===== src/rtl/spi_bufstat_pkg.sv =====
package spi_bufstat_pkg;

    typedef enum logic [1:0] {
        ST_IDLE  = 2'd0,
        ST_ARMED = 2'd1,
        ST_SHIFT = 2'd2,
        ST_DONE  = 2'd3
    } eng_state_t;

    localparam int STAT_W    = 4;
    localparam int STAT_RXF  = 0;
    localparam int STAT_TXE  = 1;
    localparam int STAT_ROVF = 2;
    localparam int STAT_TCOL = 3;

endpackage


===== src/rtl/spi_bufstat_txbuf.sv =====
module spi_bufstat_txbuf #(
    parameter int WORD_W = 8
) (
    input  logic              clk,
    input  logic              rst_n,
    input  logic              sw_wr,
    input  logic [WORD_W-1:0] sw_data,
    input  logic              dma_wr,
    input  logic [WORD_W-1:0] dma_data,
    input  logic              load,
    output logic [WORD_W-1:0] buf_q,
    output logic              full_q,
    output logic              wr_any
);

    assign wr_any = sw_wr | dma_wr;

    // Software port has priority when both strobe together.
    always_ff @(posedge clk) begin
        if (!rst_n) begin
            buf_q  <= '0;
            full_q <= 1'b0;
        end else begin
            if (sw_wr) begin
                buf_q <= sw_data;
            end else if (dma_wr) begin
                buf_q <= dma_data;
            end
            // A write always leaves the buffer full, even when a load happens
            // in the same cycle: the loaded word is the previous contents.
            if (wr_any) begin
                full_q <= 1'b1;
            end else if (load) begin
                full_q <= 1'b0;
            end
        end
    end

endmodule


===== src/rtl/spi_bufstat_rxbuf.sv =====
module spi_bufstat_rxbuf #(
    parameter int WORD_W = 8
) (
    input  logic              clk,
    input  logic              rst_n,
    input  logic              done,
    input  logic [WORD_W-1:0] word,
    input  logic              rd,
    input  logic              replace,
    output logic [WORD_W-1:0] data_q,
    output logic              full_q,
    output logic              ovf_evt
);

    // A read in the completion cycle counts as read-then-fill.
    assign ovf_evt = done & full_q & ~rd;

    always_ff @(posedge clk) begin
        if (!rst_n) begin
            data_q <= '0;
            full_q <= 1'b0;
        end else begin
            if (done) begin
                if (!full_q || rd || replace) begin
                    data_q <= word;
                end
                full_q <= 1'b1;
            end else if (rd) begin
                full_q <= 1'b0;
            end
        end
    end

endmodule


===== src/rtl/spi_bufstat_flags.sv =====
module spi_bufstat_flags (
    input  logic clk,
    input  logic rst_n,
    input  logic is_master,
    input  logic cpha,
    input  logic ovf_evt,
    input  logic load,
    input  logic tx_wr_any,
    input  logic clr_wr,
    input  logic clr_ovf,
    input  logic clr_col,
    output logic ovf_q,
    output logic col_q
);

    logic col_evt;
    logic col_visible;

    // A slave with clock phase 0 loads on the select edge, which the port
    // cannot separate from a late write, so no collision is reported there.
    assign col_visible = is_master | cpha;
    assign col_evt     = load & tx_wr_any & col_visible;

    always_ff @(posedge clk) begin
        if (!rst_n) begin
            ovf_q <= 1'b0;
            col_q <= 1'b0;
        end else begin
            ovf_q <= ovf_evt | (ovf_q & ~(clr_wr & clr_ovf));
            col_q <= col_evt | (col_q & ~(clr_wr & clr_col));
        end
    end

endmodule


===== src/rtl/spi_bufstat_engine.sv =====
module spi_bufstat_engine
    import spi_bufstat_pkg::*;
#(
    parameter int WORD_W   = 8,
    parameter int HALF_DIV = 2
) (
    input  logic              clk,
    input  logic              rst_n,
    input  logic              is_master,
    input  logic              cpha,
    input  logic              tx_full,
    input  logic [WORD_W-1:0] tx_word,
    input  logic              sclk_in,
    input  logic              ss_n_in,
    input  logic              ser_in,
    output logic              ser_out,
    output logic              sclk_out,
    output logic              load,
    output logic              done,
    output logic [WORD_W-1:0] rx_word
);

    localparam int CNT_W = $clog2(WORD_W + 1);
    localparam int DIV_W = (HALF_DIV > 1) ? $clog2(HALF_DIV) : 1;

    eng_state_t state_q, state_d;

    logic [WORD_W-1:0] tx_sh_q;
    logic [WORD_W-1:0] rx_sh_q;
    logic [CNT_W-1:0]  cap_cnt_q;
    logic [DIV_W-1:0]  div_q;
    logic              sclk_q;
    logic              skip_q;
    logic              sclk_in_q;
    logic              ss_n_q;

    logic sel, ss_fall, rise_s, fall_s, tick;
    logic edge_rise, edge_fall, capture, launch, last_cap;

    assign sel     = ~ss_n_in;
    assign ss_fall = ss_n_q & ~ss_n_in;
    assign rise_s  = sclk_in & ~sclk_in_q;
    assign fall_s  = ~sclk_in & sclk_in_q;
    assign tick    = is_master && (state_q == ST_SHIFT) &&
                     (div_q == DIV_W'(HALF_DIV - 1));

    assign edge_rise = is_master ? (tick & ~sclk_q) : rise_s;
    assign edge_fall = is_master ? (tick & sclk_q)  : fall_s;
    assign capture   = (state_q == ST_SHIFT) & (cpha ? edge_fall : edge_rise);
    assign launch    = (state_q == ST_SHIFT) & (cpha ? edge_rise : edge_fall);
    assign last_cap  = capture && (cap_cnt_q == CNT_W'(WORD_W - 1));

    // State register
    always_ff @(posedge clk) begin
        if (!rst_n) begin
            state_q <= ST_IDLE;
        end else begin
            state_q <= state_d;
        end
    end

    // Next state
    always_comb begin
        state_d = state_q;
        unique case (state_q)
            ST_IDLE: begin
                if (is_master) begin
                    if (tx_full) state_d = ST_SHIFT;
                end else if (!cpha) begin
                    if (ss_fall) state_d = ST_SHIFT;
                end else if (sel) begin
                    state_d = ST_ARMED;
                end
            end
            ST_ARMED: begin
                if (is_master || !sel) begin
                    state_d = ST_IDLE;
                end else if (rise_s) begin
                    state_d = ST_SHIFT;
                end
            end
            ST_SHIFT: begin
                if (!is_master && !sel) begin
                    state_d = ST_IDLE;
                end else if (last_cap) begin
                    state_d = ST_DONE;
                end
            end
            ST_DONE: begin
                state_d = ST_IDLE;
            end
        endcase
    end

    // Outputs of the state machine
    always_comb begin
        load = 1'b0;
        done = 1'b0;
        unique case (state_q)
            ST_IDLE:  load = is_master ? tx_full : (~cpha & ss_fall);
            ST_ARMED: load = ~is_master & sel & rise_s;
            ST_SHIFT: load = 1'b0;
            ST_DONE:  done = 1'b1;
        endcase
    end

    // Shift datapath and clock generation
    always_ff @(posedge clk) begin
        if (!rst_n) begin
            tx_sh_q   <= '0;
            rx_sh_q   <= '0;
            cap_cnt_q <= '0;
            div_q     <= '0;
            sclk_q    <= 1'b0;
            skip_q    <= 1'b0;
            sclk_in_q <= 1'b0;
            ss_n_q    <= 1'b1;
        end else begin
            sclk_in_q <= sclk_in;
            ss_n_q    <= ss_n_in;
            if (load) begin
                tx_sh_q   <= tx_word;
                rx_sh_q   <= '0;
                cap_cnt_q <= '0;
                div_q     <= '0;
                sclk_q    <= 1'b0;
                // Master phase 1 still has its first launch edge ahead;
                // a phase-1 slave consumed it as the load edge.
                skip_q    <= is_master & cpha;
            end else if (state_q == ST_SHIFT) begin
                if (is_master) begin
                    div_q <= tick ? '0 : div_q + DIV_W'(1);
                    if (tick) sclk_q <= ~sclk_q;
                end
                if (capture) begin
                    rx_sh_q   <= {rx_sh_q[WORD_W-2:0], ser_in};
                    cap_cnt_q <= cap_cnt_q + CNT_W'(1);
                end
                if (launch) begin
                    if (skip_q) begin
                        skip_q <= 1'b0;
                    end else begin
                        tx_sh_q <= {tx_sh_q[WORD_W-2:0], 1'b0};
                    end
                end
                if (state_d != ST_SHIFT) begin
                    sclk_q <= 1'b0;
                    div_q  <= '0;
                end
            end
        end
    end

    assign ser_out  = tx_sh_q[WORD_W-1];
    assign sclk_out = sclk_q;
    assign rx_word  = rx_sh_q;

endmodule


===== src/rtl/spi_bufstat.sv =====
module spi_bufstat
    import spi_bufstat_pkg::*;
#(
    parameter int WORD_W   = 8,
    parameter int HALF_DIV = 2
) (
    input  logic              clk,
    input  logic              rst_n,
    input  logic              is_master,
    input  logic              cpha,
    input  logic              ovf_replace,
    input  logic              tx_wr,
    input  logic [WORD_W-1:0] tx_wdata,
    input  logic              dma_wr,
    input  logic [WORD_W-1:0] dma_wdata,
    input  logic              rx_rd,
    output logic [WORD_W-1:0] rx_data,
    input  logic              stat_wr,
    input  logic [STAT_W-1:0] stat_wdata,
    output logic [STAT_W-1:0] status,
    input  logic              sclk_in,
    input  logic              ss_n_in,
    input  logic              ser_in,
    output logic              ser_out,
    output logic              sclk_out
);

    logic [WORD_W-1:0] tx_buf;
    logic              tx_full;
    logic              tx_wr_any;
    logic              eng_load;
    logic              eng_done;
    logic [WORD_W-1:0] eng_word;
    logic              rx_full;
    logic              ovf_evt;
    logic              ovf_flag;
    logic              col_flag;
    logic              unused_wbits;

    // Occupancy bits are read-only; their write positions carry no meaning.
    assign unused_wbits = ^{stat_wdata[STAT_TXE], stat_wdata[STAT_RXF]};

    spi_bufstat_txbuf #(.WORD_W(WORD_W)) u_txbuf (
        .clk      (clk),
        .rst_n    (rst_n),
        .sw_wr    (tx_wr),
        .sw_data  (tx_wdata),
        .dma_wr   (dma_wr),
        .dma_data (dma_wdata),
        .load     (eng_load),
        .buf_q    (tx_buf),
        .full_q   (tx_full),
        .wr_any   (tx_wr_any)
    );

    spi_bufstat_engine #(.WORD_W(WORD_W), .HALF_DIV(HALF_DIV)) u_engine (
        .clk       (clk),
        .rst_n     (rst_n),
        .is_master (is_master),
        .cpha      (cpha),
        .tx_full   (tx_full),
        .tx_word   (tx_buf),
        .sclk_in   (sclk_in),
        .ss_n_in   (ss_n_in),
        .ser_in    (ser_in),
        .ser_out   (ser_out),
        .sclk_out  (sclk_out),
        .load      (eng_load),
        .done      (eng_done),
        .rx_word   (eng_word)
    );

    spi_bufstat_rxbuf #(.WORD_W(WORD_W)) u_rxbuf (
        .clk     (clk),
        .rst_n   (rst_n),
        .done    (eng_done),
        .word    (eng_word),
        .rd      (rx_rd),
        .replace (ovf_replace),
        .data_q  (rx_data),
        .full_q  (rx_full),
        .ovf_evt (ovf_evt)
    );

    spi_bufstat_flags u_flags (
        .clk       (clk),
        .rst_n     (rst_n),
        .is_master (is_master),
        .cpha      (cpha),
        .ovf_evt   (ovf_evt),
        .load      (eng_load),
        .tx_wr_any (tx_wr_any),
        .clr_wr    (stat_wr),
        .clr_ovf   (stat_wdata[STAT_ROVF]),
        .clr_col   (stat_wdata[STAT_TCOL]),
        .ovf_q     (ovf_flag),
        .col_q     (col_flag)
    );

    always_comb begin
        status            = '0;
        status[STAT_RXF]  = rx_full;
        status[STAT_TXE]  = ~tx_full;
        status[STAT_ROVF] = ovf_flag;
        status[STAT_TCOL] = col_flag;
    end

endmodule


===== config.mk =====
export PLATFORM = sky130hd
export DESIGN_NAME = spi_bufstat
export DESIGN_NICKNAME = d
export VERILOG_FILES = /design/src/rtl/spi_bufstat_pkg.sv /design/src/rtl/spi_bufstat_txbuf.sv /design/src/rtl/spi_bufstat_rxbuf.sv /design/src/rtl/spi_bufstat_flags.sv /design/src/rtl/spi_bufstat_engine.sv /design/src/rtl/spi_bufstat.sv
export SDC_FILE = /design/constraint.sdc
export NUM_CORES = 1
export LEC_CHECK = 0
export BUFFER_PORTS_ARGS = -buffer_cell sky130_fd_sc_hd__buf_2
export CAP_MARGIN = 40
export CORE_MARGIN = 1.5
export CORE_UTILIZATION = 50
export CTS_BUF_LIST = sky130_fd_sc_hd__clkbuf_16
export DETAILED_ROUTE_END_ITERATION = 7
export PLACE_DENSITY = 0.74
export SLEW_MARGIN = 20
export SYNTH_ARGS = -nofsm -noshare
export SYNTH_HDL_FRONTEND = slang
export SYNTH_SLANG_ARGS = --single-unit
export TNS_END_PERCENT = 5

===== constraint.sdc =====
create_clock -name clk -period 4.3 [get_ports clk]
set_input_delay 0.86 -clock clk [delete_from_list [all_inputs] [get_ports clk]]
set_output_delay 0.86 -clock clk [all_outputs]
set_load 0.02 [all_outputs]

==> results of run 1 <==
layout make-up:
type,instances,area [sq um]
well taps,50,62.56
clock buffers,5,125.1
inverters,6,22.52
repair buffers,44,222.7
fillers,372,1582
flip-flops and latches,47,940.9
clock inverters,3,20.02
multi-input cells,165,1054
cell families after synthesis:
logic type               share of synthesized area [%]
adder cells (fa/ha/maj)                         0.5934
buffers and inverters                            5.400
multiplexers                                     15.19
AND/OR/NAND/NOR                                  18.58
flip-flops                                       44.63
XOR/XNOR                                        0.8310
AO/OA/AOI/OAI                                    14.78
Yosys cell counts, types with 2 or more instances:
cell type	number	area, sq um
dfxtp_1	47	940.9
nor2_1	47	176.4
mux2i_1	32	320.3
a21oi_1	25	125.1
nand2_1	12	45.04
o21ai_1	7	35.03
clkbuf_1	6	22.52
inv_1	6	22.52
nand2b_1	5	31.28
buf_2	4	20.02
nand3_1	4	20.02
buf_4	3	22.52
o211ai_1	3	22.52
a211oi_1	2	15.01
buf_6	2	22.52
nand4b_1	2	17.52
power groups by stage:
stage / logic, mW / clock network [mW] / registers [mW]
floorplan: 0.0747 / 0 / 0.472
global placement: 0.0957 / 0 / 0.474
detailed placement: 0.0980 / 0 / 0.475
CTS: 0.0987 / 0.388 / 0.465
global route: 0.108 / 0.404 / 0.467
finish: 0.0979 / 0.379 / 0.465
layer usage:
metal | part of all wire [%] | up-vias | wire length [microns]
met4 | 1.2 | 0 | 51
met2 | 48 | 35 | 2067
met3 | 3.8 | 6 | 163
li1 | - | 876 | -
met5 | 0 | - | 0
met1 | 47 | 773 | 2008
state kept, by name (all words and copies together), names as in the netlist:
| name | cells |
|---|---|
| u_engine.cap_cnt_q | 4 |
| u_engine.div_q | 1 |
| u_engine.rx_word | 8 |
| u_engine.sclk_in_q | 1 |
| u_engine.sclk_out | 1 |
| u_engine.skip_q | 1 |
| u_engine.ss_n_q | 1 |
| u_engine.state_q | 2 |
| u_engine.tx_sh_q | 8 |
| u_flags.col_q | 1 |
| u_flags.ovf_q | 1 |
| u_rxbuf.data_q | 8 |
| u_rxbuf.full_q | 1 |
| u_txbuf.buf_q | 8 |
| u_txbuf.full_q | 1 |
critical path: cells and delay by family:
kind | cells | cell delay (ps)
and+or+nand+nor | 3 | 1120
buffers and inverters | 1 | 180
AOI/OAI and AO/OA | 2 | 390
metrics by stage:
step / area (sq um) / instances
after floorplan: 2108 / 234
after global placement: 2295 / 311
after detailed placement: 2302 / 312
after CTS: 2447 / 320
after global routing: 2447 / 320
final: 2447 / 320
final timing paths:
path	start	to	slack, ps	cells past startpoint
max	cpha	u_engine.div_q$_SDFFE_PP0P_	1890	6
min	u_flags.col_q$_SDFF_PN0_	u_flags.col_q$_SDFF_PN0_	480	2
max reg2reg	u_engine.state_q[1]$_SDFF_PN0_	u_engine.tx_sh_q[1]$_SDFFE_PN0P_	2290	5
min reg2reg	u_flags.col_q$_SDFF_PN0_	u_flags.col_q$_SDFF_PN0_	480	2
==> impl_metrics.py, run 1 <==
metrics = {
    "worst_setup_path": {
        "endpoint_kind": "flip-flop",
        "cpMaxStageDelayCell": "or4b_1",
        "path_cells": "buf_2, or4b_1, a211o_1, and2_4, nand2_1, a2111oi_0",
        "crit_path_max_fanout": 21,
        "worstSetupPathType": "in2reg",
        "cp_data_arrival_time_ps": 2560,
        "start_kind": "input port",
        "max_stage_delay_ps": 530,
        "critPathRequiredTime_ps": 4450,
    },
    "clocking": {
        "clk_transition_reported_paths_ps": 70,
        "cts_sinks": 47,
        "insertion_delay_ps": 290,
        "cts_tree": "yes",
        "ctsRootBufferMaster": "clkbuf_16",
        "postCtsSetupBuffers": 0,
        "hold_buffers": 0,
        "htree_levels": 2,
        "cts_buffers": 5,
        "post_cts_resized": 0,
        "clk_path_buf_depth": 2,
    },
    "power_and_ir_drop": {
        "p_switching_mw": 0.2335,
        "pwr-share-comb_pct": 10.4,
        "p_total_mw": 0.9429,
        "p_int_mw": 0.7094,
        "ir_drop_mv": 0.2866,
        "switching_share_pct": 24.77,
        "seqPwrFrac_pct": 49.4,
        "power.density_nw_per_um2": 385.3,
        "p_clk_share_pct": 40.2,
        "p_leak_nw": 1.041,
    },
    "yosys": {
        "syn-mean-instance-area_sq_um": 9.010,
        "synth.yosys.seq_area_share_pct": 44.63,
        "ys_types": 43,
        "synth_seq_cells": 47,
        "syn-num-nets": 267,
        "synthCells": 234,
        "synth-async-reset-ratio_pct": 0,
        "dominantRegCellSynth": "dfxtp_1",
        "synth-edff-count": 0,
        "syn-cell-area_sq_um": 2108,
        "yosysWarnings": 0,
    },
    "sta": {
        "finalClockSkew_ps": 5.592,
        "finalMaxSlewViolations": 0,
        "fin_tns_setup_ps": 0,
        "finalHoldViolCount": 0,
        "whs_ps": 479.8,
        "max_freq_mhz": 415.4,
        "setup_ws_ps": 1893,
        "fin_crit_sh_pct": 55.98,
        "period_minus_slack_ps": 2407,
        "relSlewSlack_pct": 48.61,
        "rsz0062_at_grt": "false",
        "max_slew.worst_pin.slew_ps": 770.1,
        "setup_violations": 0,
    },
    "placement": {
        "place_hpwl_microns": 2998,
        "preCtsSetupSlack_ps": 1565,
        "numPortBuffers": 43,
        "place_congestion": 0.8141,
    },
    "global_routing": {
        "grt_start_max_net_pins": 25,
        "grt_first_pass_wirelength_microns": 6962,
        "grt.met3_usage_pct": 5.099,
        "use_met2_pct": 31.55,
        "grt_usage_pct": 19.80,
        "grt_pass1_vias": 1544,
        "use_met1_pct": 26.20,
        "grt_most_used_layer": "met2",
        "gr-total-overflow": 0,
        "antenna_found_initial": 0,
    },
    "die": {
        "fp.coreArea_sq_um": 4029,
        "die_h_microns": 67.94,
        "io-pin-count": 46,
        "dieArea_sq_um": 4615,
        "start_util_pct": 52.33,
        "die_w_microns": 67.94,
        "num_rows": 23,
    },
    "hold_path": {
        "worstHoldPathType": "reg2reg",
    },
    "final_layout": {
        "mostFrequentLayoutCells": "nor2_1, dfxtp_1, buf_2, mux2i_1, a21oi_1",
        "post-route-util_pct": 60.75,
        "layout-drive-gt1-share_pct": 21.48,
        "nNetsFinal": 302,
        "syn_to_final_growth_pct": 16.08,
        "n_antenna_cell": 0,
    },
    "drt": {
        "drc": 0,
        "routed_via_density": 5.281,
        "first_pass_iters": 4,
        "wl_microns": 4291,
        "postRouteAntennaNets": 0,
        "drt_iter0_markers": 74,
        "routedWlPerCell_microns": 13.41,
        "vias": 1690,
    },
    "outcome": {
        "outcome": "finished, final reports clean",
    },
    "flow_run": {
        "drv_cap": 0,
    },
}
(Power assumes the default switching activity.)
==> run 2, diff against run 1 <==
--- a/config.mk
+++ b/config.mk
@@ -8,10 +8,10 @@
 export BUFFER_PORTS_ARGS = -buffer_cell sky130_fd_sc_hd__buf_2
 export CAP_MARGIN = 40
 export CORE_MARGIN = 1.5
-export CORE_UTILIZATION = 50
+export CORE_UTILIZATION = 48
 export CTS_BUF_LIST = sky130_fd_sc_hd__clkbuf_16
 export DETAILED_ROUTE_END_ITERATION = 7
-export PLACE_DENSITY = 0.74
+export PLACE_DENSITY = 0.75
 export SLEW_MARGIN = 20
 export SYNTH_ARGS = -nofsm -noshare
 export SYNTH_HDL_FRONTEND = slang
==> constraint.sdc (replaced) <==
create_clock -name clk -period 2.2 [get_ports clk]
set_input_delay 0.44 -clock clk [delete_from_list [all_inputs] [get_ports clk]]
set_output_delay 0.44 -clock clk [all_outputs]
set_load 0.02 [all_outputs]
==> impl_metrics.py, run 2 (synthesis results as in run 1) <==
metrics = {
    "drt": {
        "drt_iter0_markers": 136,
        "first_pass_iters": 4,
        "wl_microns": 4352,
        "drc": 0,
        "vias": 1751,
        "routedWlPerCell_microns": 13.35,
        "routed_via_density": 5.371,
        "postRouteAntennaNets": 0,
    },
    "outcome": {
        "outcome": "finished, final reports clean",
    },
    "hold_path": {
        "worstHoldPathType": "in2reg",
    },
    "die": {
        "num_rows": 23,
        "die_h_microns": 69.28,
        "dieArea_sq_um": 4799,
        "die_w_microns": 69.28,
        "fp.coreArea_sq_um": 4115,
        "io-pin-count": 46,
        "start_util_pct": 51.23,
    },
    "sta": {
        "max_slew.worst_pin.slew_ps": 571.8,
        "fin_crit_sh_pct": 87.89,
        "rsz0062_at_grt": "false",
        "finalClockSkew_ps": 10.46,
        "fin_tns_setup_ps": 0,
        "finalMaxSlewViolations": 0,
        "setup_violations": 0,
        "period_minus_slack_ps": 1934,
        "relSlewSlack_pct": 61.88,
        "max_freq_mhz": 517.2,
        "finalHoldViolCount": 0,
    },
    "final_layout": {
        "mostFrequentLayoutCells": "nor2_1, dfxtp_1, buf_2, mux2i_1, a21oi_1",
        "syn_to_final_growth_pct": 20.12,
        "nNetsFinal": 308,
        "layout-drive-gt1-share_pct": 23.19,
        "n_antenna_cell": 0,
        "design_area_sq_um": 2532,
    },
    "global_routing": {
        "grt_usage_pct": 19.21,
        "gr-total-overflow": 0,
        "grt_first_pass_wirelength_microns": 7438,
        "grt_pass1_vias": 1619,
        "grt_start_max_net_pins": 22,
        "antenna_found_initial": 0,
    },
    "clocking": {
        "cts_tree": "yes",
        "insertion_delay_ps": 290,
        "cts_sinks": 47,
        "htree_levels": 2,
        "ctsRootBufferMaster": "clkbuf_16",
        "hold_buffers": 0,
        "cts_buffers": 5,
        "clk_path_buf_depth": 2,
        "postCtsSetupBuffers": 0,
        "post_cts_resized": 0,
        "clk_transition_reported_paths_ps": 70,
    },
    "placement": {
        "numPortBuffers": 43,
        "place_hpwl_microns": 3021,
        "place_congestion": 0.8268,
        "placed_area_sq_um": 2360,
    },
    "worst_setup_path": {
        "worstSetupPathType": "reg2reg",
        "critPathRequiredTime_ps": 2380,
        "start_kind": "flip-flop",
        "cp_data_arrival_time_ps": 2120,
        "endpoint_kind": "flip-flop",
        "crit_path_max_fanout": 9,
    },
    "power_and_ir_drop": {
        "power.density_nw_per_um2": 784.7,
        "p_leak_nw": 1.091,
        "ir_drop_mv": 0.4371,
    },
    "flow_run": {
        "drv_cap": 0,
    },
}
[run 2: cell count changes in the layout (fill, tap and decap cells not counted)]
cell and delta:
clkinv_2 -1, bufinv_16 +1, buf_4 +5, inv_6 +1, buf_12 +1, clkinv_4 +1
clkinvlp_4 -2
[run 2: worst paths after layout]
| path | slack (ps) | cells past startpoint | start | to |
|---|---|---|---|---|
| worst max-delay path | 270 | 5 | u_engine.state_q[0]$_SDFF_PN0_ | u_engine.rx_word[6]$_SDFFE_PP0P_ |
| worst min register to register | 460 | 2 | u_flags.col_q$_SDFF_PN0_ | u_flags.col_q$_SDFF_PN0_ |
| worst max register to register | 270 | 5 | u_engine.state_q[0]$_SDFF_PN0_ | u_engine.rx_word[6]$_SDFFE_PP0P_ |
| worst min-delay path | 380 | 3 | tx_wdata[6] | u_txbuf.buf_q[6]$_SDFFE_PN0P_ |
[run 2: final cells by class]
class	count	area, sq um
fill	369	1583
multi-input combinational	165	1054
sequential	47	940.9
timing repair buffer	50	280.3
clock buffer	5	125.1
tap	50	62.56
clock inverter	3	47.55
inverter	6	22.52
[run 2: where the power goes]
part | internal (mW) | switching, mW
logic | 0.0919 | 0.112
clock network | 0.542 | 0.332
registers | 0.886 | 0.0236
total | 1.52 | 0.468
[run 2: stage by stage]
stage	setup WS [ps]	utilization [%]	hold slack (ps)	total power [mW]	cells
2_1_floorplan	322.3	-	436.7	1.069	234
3_3_place_gp	144.0	57.34	443.2	1.126	318
3_5_place_dp	147.7	57.34	461.2	1.131	318
4_1_cts	257.0	61.54	382.4	2.004	326
5_1_grt	155.2	61.54	393.9	2.070	326
6_report	266.4	61.54	381.2	1.987	326
[run 2: critical path, cell delays in order, from the launching register on]
cell and delay (ps):
dfxtp_1 460, nand2b_1 360, nor2_1 170, o31ai_4 510, mux2i_1 270, nor2_1 60
[run 2: layer usage]
layer / GRT usage, % / vias up / routed length [microns]
met5: 0 / - / 0
met4: 5.882 / 0 / 65
met3: 5.378 / 7 / 225
met2: 31.09 / 37 / 2096
met1: 24.91 / 808 / 1965
li1: - / 899 / -
==> run 3, diff against run 2 <==
==> constraint.sdc (replaced) <==
create_clock -name clk -period 1.7 [get_ports clk]
set_input_delay 0.34 -clock clk [delete_from_list [all_inputs] [get_ports clk]]
set_output_delay 0.34 -clock clk [all_outputs]
set_load 0.02 [all_outputs]
==> impl_metrics.py, run 3 (synthesis results as in run 1) <==
metrics = {
    "outcome": {
        "outcome": "finished, final reports clean",
    },
    "global_routing": {
        "grt_usage_pct": 19.71,
        "antenna_found_initial": 0,
        "grt_first_pass_wirelength_microns": 7824,
        "grt_pass1_vias": 1723,
        "grt_start_max_net_pins": 19,
        "gr-total-overflow": 0,
    },
    "placement": {
        "place_congestion": 0.7938,
        "numPortBuffers": 43,
        "dp.cells": 335,
        "place_hpwl_microns": 3224,
    },
    "power_and_ir_drop": {
        "ir_drop_mv": 0.5952,
        "pwr-share-comb_pct": 12.8,
        "switching_share_pct": 24.67,
        "p_int_mw": 1.854,
        "p_clk_share_pct": 39.5,
        "seqPwrFrac_pct": 47.7,
        "p_leak_nw": 1.179,
        "power.density_nw_per_um2": 919.0,
        "p_switching_mw": 0.6071,
    },
    "worst_setup_path": {
        "start_kind": "flip-flop",
        "endpoint": "u_engine.tx_sh_q[1]$_SDFFE_PN0P_",
        "path_cells": "nand4b_1, buf_6, o211ai_1, and3_1, buf_12, mux2i_1, a21oi_1",
        "max_stage_delay_ps": 320,
        "r2r_cells": 7,
        "path_buf_inv": 2,
        "worstSetupPathType": "reg2reg",
        "reg2reg_to": "u_engine.tx_sh_q[1]$_SDFFE_PN0P_",
        "critPathTopFamily": "simple AND/OR/NAND/NOR gates",
        "crit_path_max_fanout": 8,
        "critPathLaunch": "u_engine.state_q[0]$_SDFF_PN0_",
        "endpoint_kind": "flip-flop",
        "cp.depth": 7,
        "cp_data_arrival_time_ps": 1870,
        "cpMaxStageDelayCell": "dfxtp_2",
        "r2r-start": "u_engine.state_q[0]$_SDFF_PN0_",
        "critPathRequiredTime_ps": 1870,
        "r2r_setup_slack_ps": 9,
    },
    "clocking": {
        "cts_sinks": 47,
        "insertion_delay_ps": 290,
        "cts_tree": "yes",
        "cts_buffers": 5,
        "ctsRootBufferMaster": "clkbuf_16",
        "clk_path_buf_depth": 2,
        "htree_levels": 2,
        "clk_transition_reported_paths_ps": 70,
    },
    "drt": {
        "routed_via_density": 5.142,
        "drt_iter0_markers": 85,
        "vias": 1769,
        "first_pass_iters": 4,
        "routedWlPerCell_microns": 12.92,
        "wl_microns": 4444,
        "postRouteAntennaNets": 0,
        "drc": 0,
    },
    "final_layout": {
        "syn_to_final_growth_pct": 27.00,
        "layout-drive-gt1-share_pct": 30.61,
        "post-route-util_pct": 65.07,
        "nNetsFinal": 326,
        "fin_cells": 344,
        "layout_commonest_cell": "nor2_1",
        "mostFrequentLayoutCells": "nor2_1, dfxtp_1, buf_2, mux2i_1, a21oi_1",
        "n_antenna_cell": 0,
    },
    "sta": {
        "finalHoldViolCount": 0,
        "whs_ps": 282.3,
        "rsz0062_at_grt": "true",
        "max_slew.worst_pin.slew_ps": 341.9,
        "finalMaxSlewViolations": 0,
        "fin_crit_sh_pct": 99.49,
        "period_minus_slack_ps": 1691,
        "relSlewSlack_pct": 76.62,
        "finalClockSkew_ps": 3.171,
        "max_freq_mhz": 591.2,
        "setup_violations": 0,
    },
    "die": {
        "die_w_microns": 69.28,
        "dieArea_sq_um": 4799,
        "io-pin-count": 46,
        "num_rows": 23,
        "die_h_microns": 69.28,
        "fp.coreArea_sq_um": 4115,
        "start_util_pct": 51.23,
    },
    "hold_path": {
        "worstHoldPathType": "in2reg",
    },
    "flow_run": {
        "drv_cap": 0,
    },
}
[run 3: repair_timing]
action                                  4_1_cts  5_1_grt
endpoints found under the hold margin         0        0
gates resized for setup                       0        7
endpoints found under the setup margin        0       23
buffers inserted                              0        1
hold buffers                                  0        0
[run 3: how the worst min path moves through the flow]
stage / startpoint / endpoint / slack, ps / cells past startpoint
after floorplan: u_flags.col_q$_SDFF_PN0_ / u_flags.col_q$_SDFF_PN0_ / 440 / 2
after global placement: u_flags.col_q$_SDFF_PN0_ / u_flags.col_q$_SDFF_PN0_ / 450 / 2
after detailed placement: u_flags.col_q$_SDFF_PN0_ / u_flags.col_q$_SDFF_PN0_ / 450 / 2
after CTS: tx_wdata[7] / u_txbuf.buf_q[7]$_SDFFE_PN0P_ / 280 / 3
after global routing: tx_wdata[1] / u_txbuf.buf_q[1]$_SDFFE_PN0P_ / 310 / 3
final: tx_wdata[4] / u_txbuf.buf_q[4]$_SDFFE_PN0P_ / 280 / 3
[run 3: power by group through the flow]
stage	Clock (mW)	Combinational [mW]	Sequential (mW)
6_report	0.971	0.316	1.17
5_1_grt	1.03	0.350	1.18
4_1_cts	0.992	0.312	1.17
3_5_place_dp	0	0.309	1.20
3_3_place_gp	0	0.301	1.20
2_1_floorplan	0	0.191	1.20
[run 3: through the flow]
stage          cell area, sq um  total power, mW  worst slack [ps]  setup TNS, ps
6_report                   2678            2.461             8.656              0
5_1_grt                    2678            2.560            -68.57         -307.5
4_1_cts                    2655            2.476             8.194              0
3_5_place_dp               2507            1.506            -207.9          -4288
3_3_place_gp               2507            1.496            -200.1          -4173
2_1_floorplan              2116            1.386            -57.20         -620.5
[run 3: metal layers]
layer  vias up  wire length (microns)  global-route usage [%]  share of wire [%]
li1        930                      -                       -                  -
met1       800                   2155                   26.70                 48
met2        32                   2062                   32.37                 46
met3         7                    166                   3.198                3.7
met4         0                     59                   5.882                1.3
met5         -                      0                       0                  0
[run 3: worst register-to-register path, stage by stage, from the launching register on]
cell      delay [ps]
dfxtp_2          320
nand4b_1         200
buf_6            160
o211ai_1         210
and3_1           240
buf_12           140
mux2i_1          210
a21oi_1          100
[run 3: area by class of cell]
class	instances	area, sq um
clock buffers	5	125.1
multi-input cells	165	1069
well taps	50	62.56
inverters	6	22.52
flip-flops and latches	47	944.7
clock inverters	3	22.52
fillers	346	1438
repair buffers	68	431.7
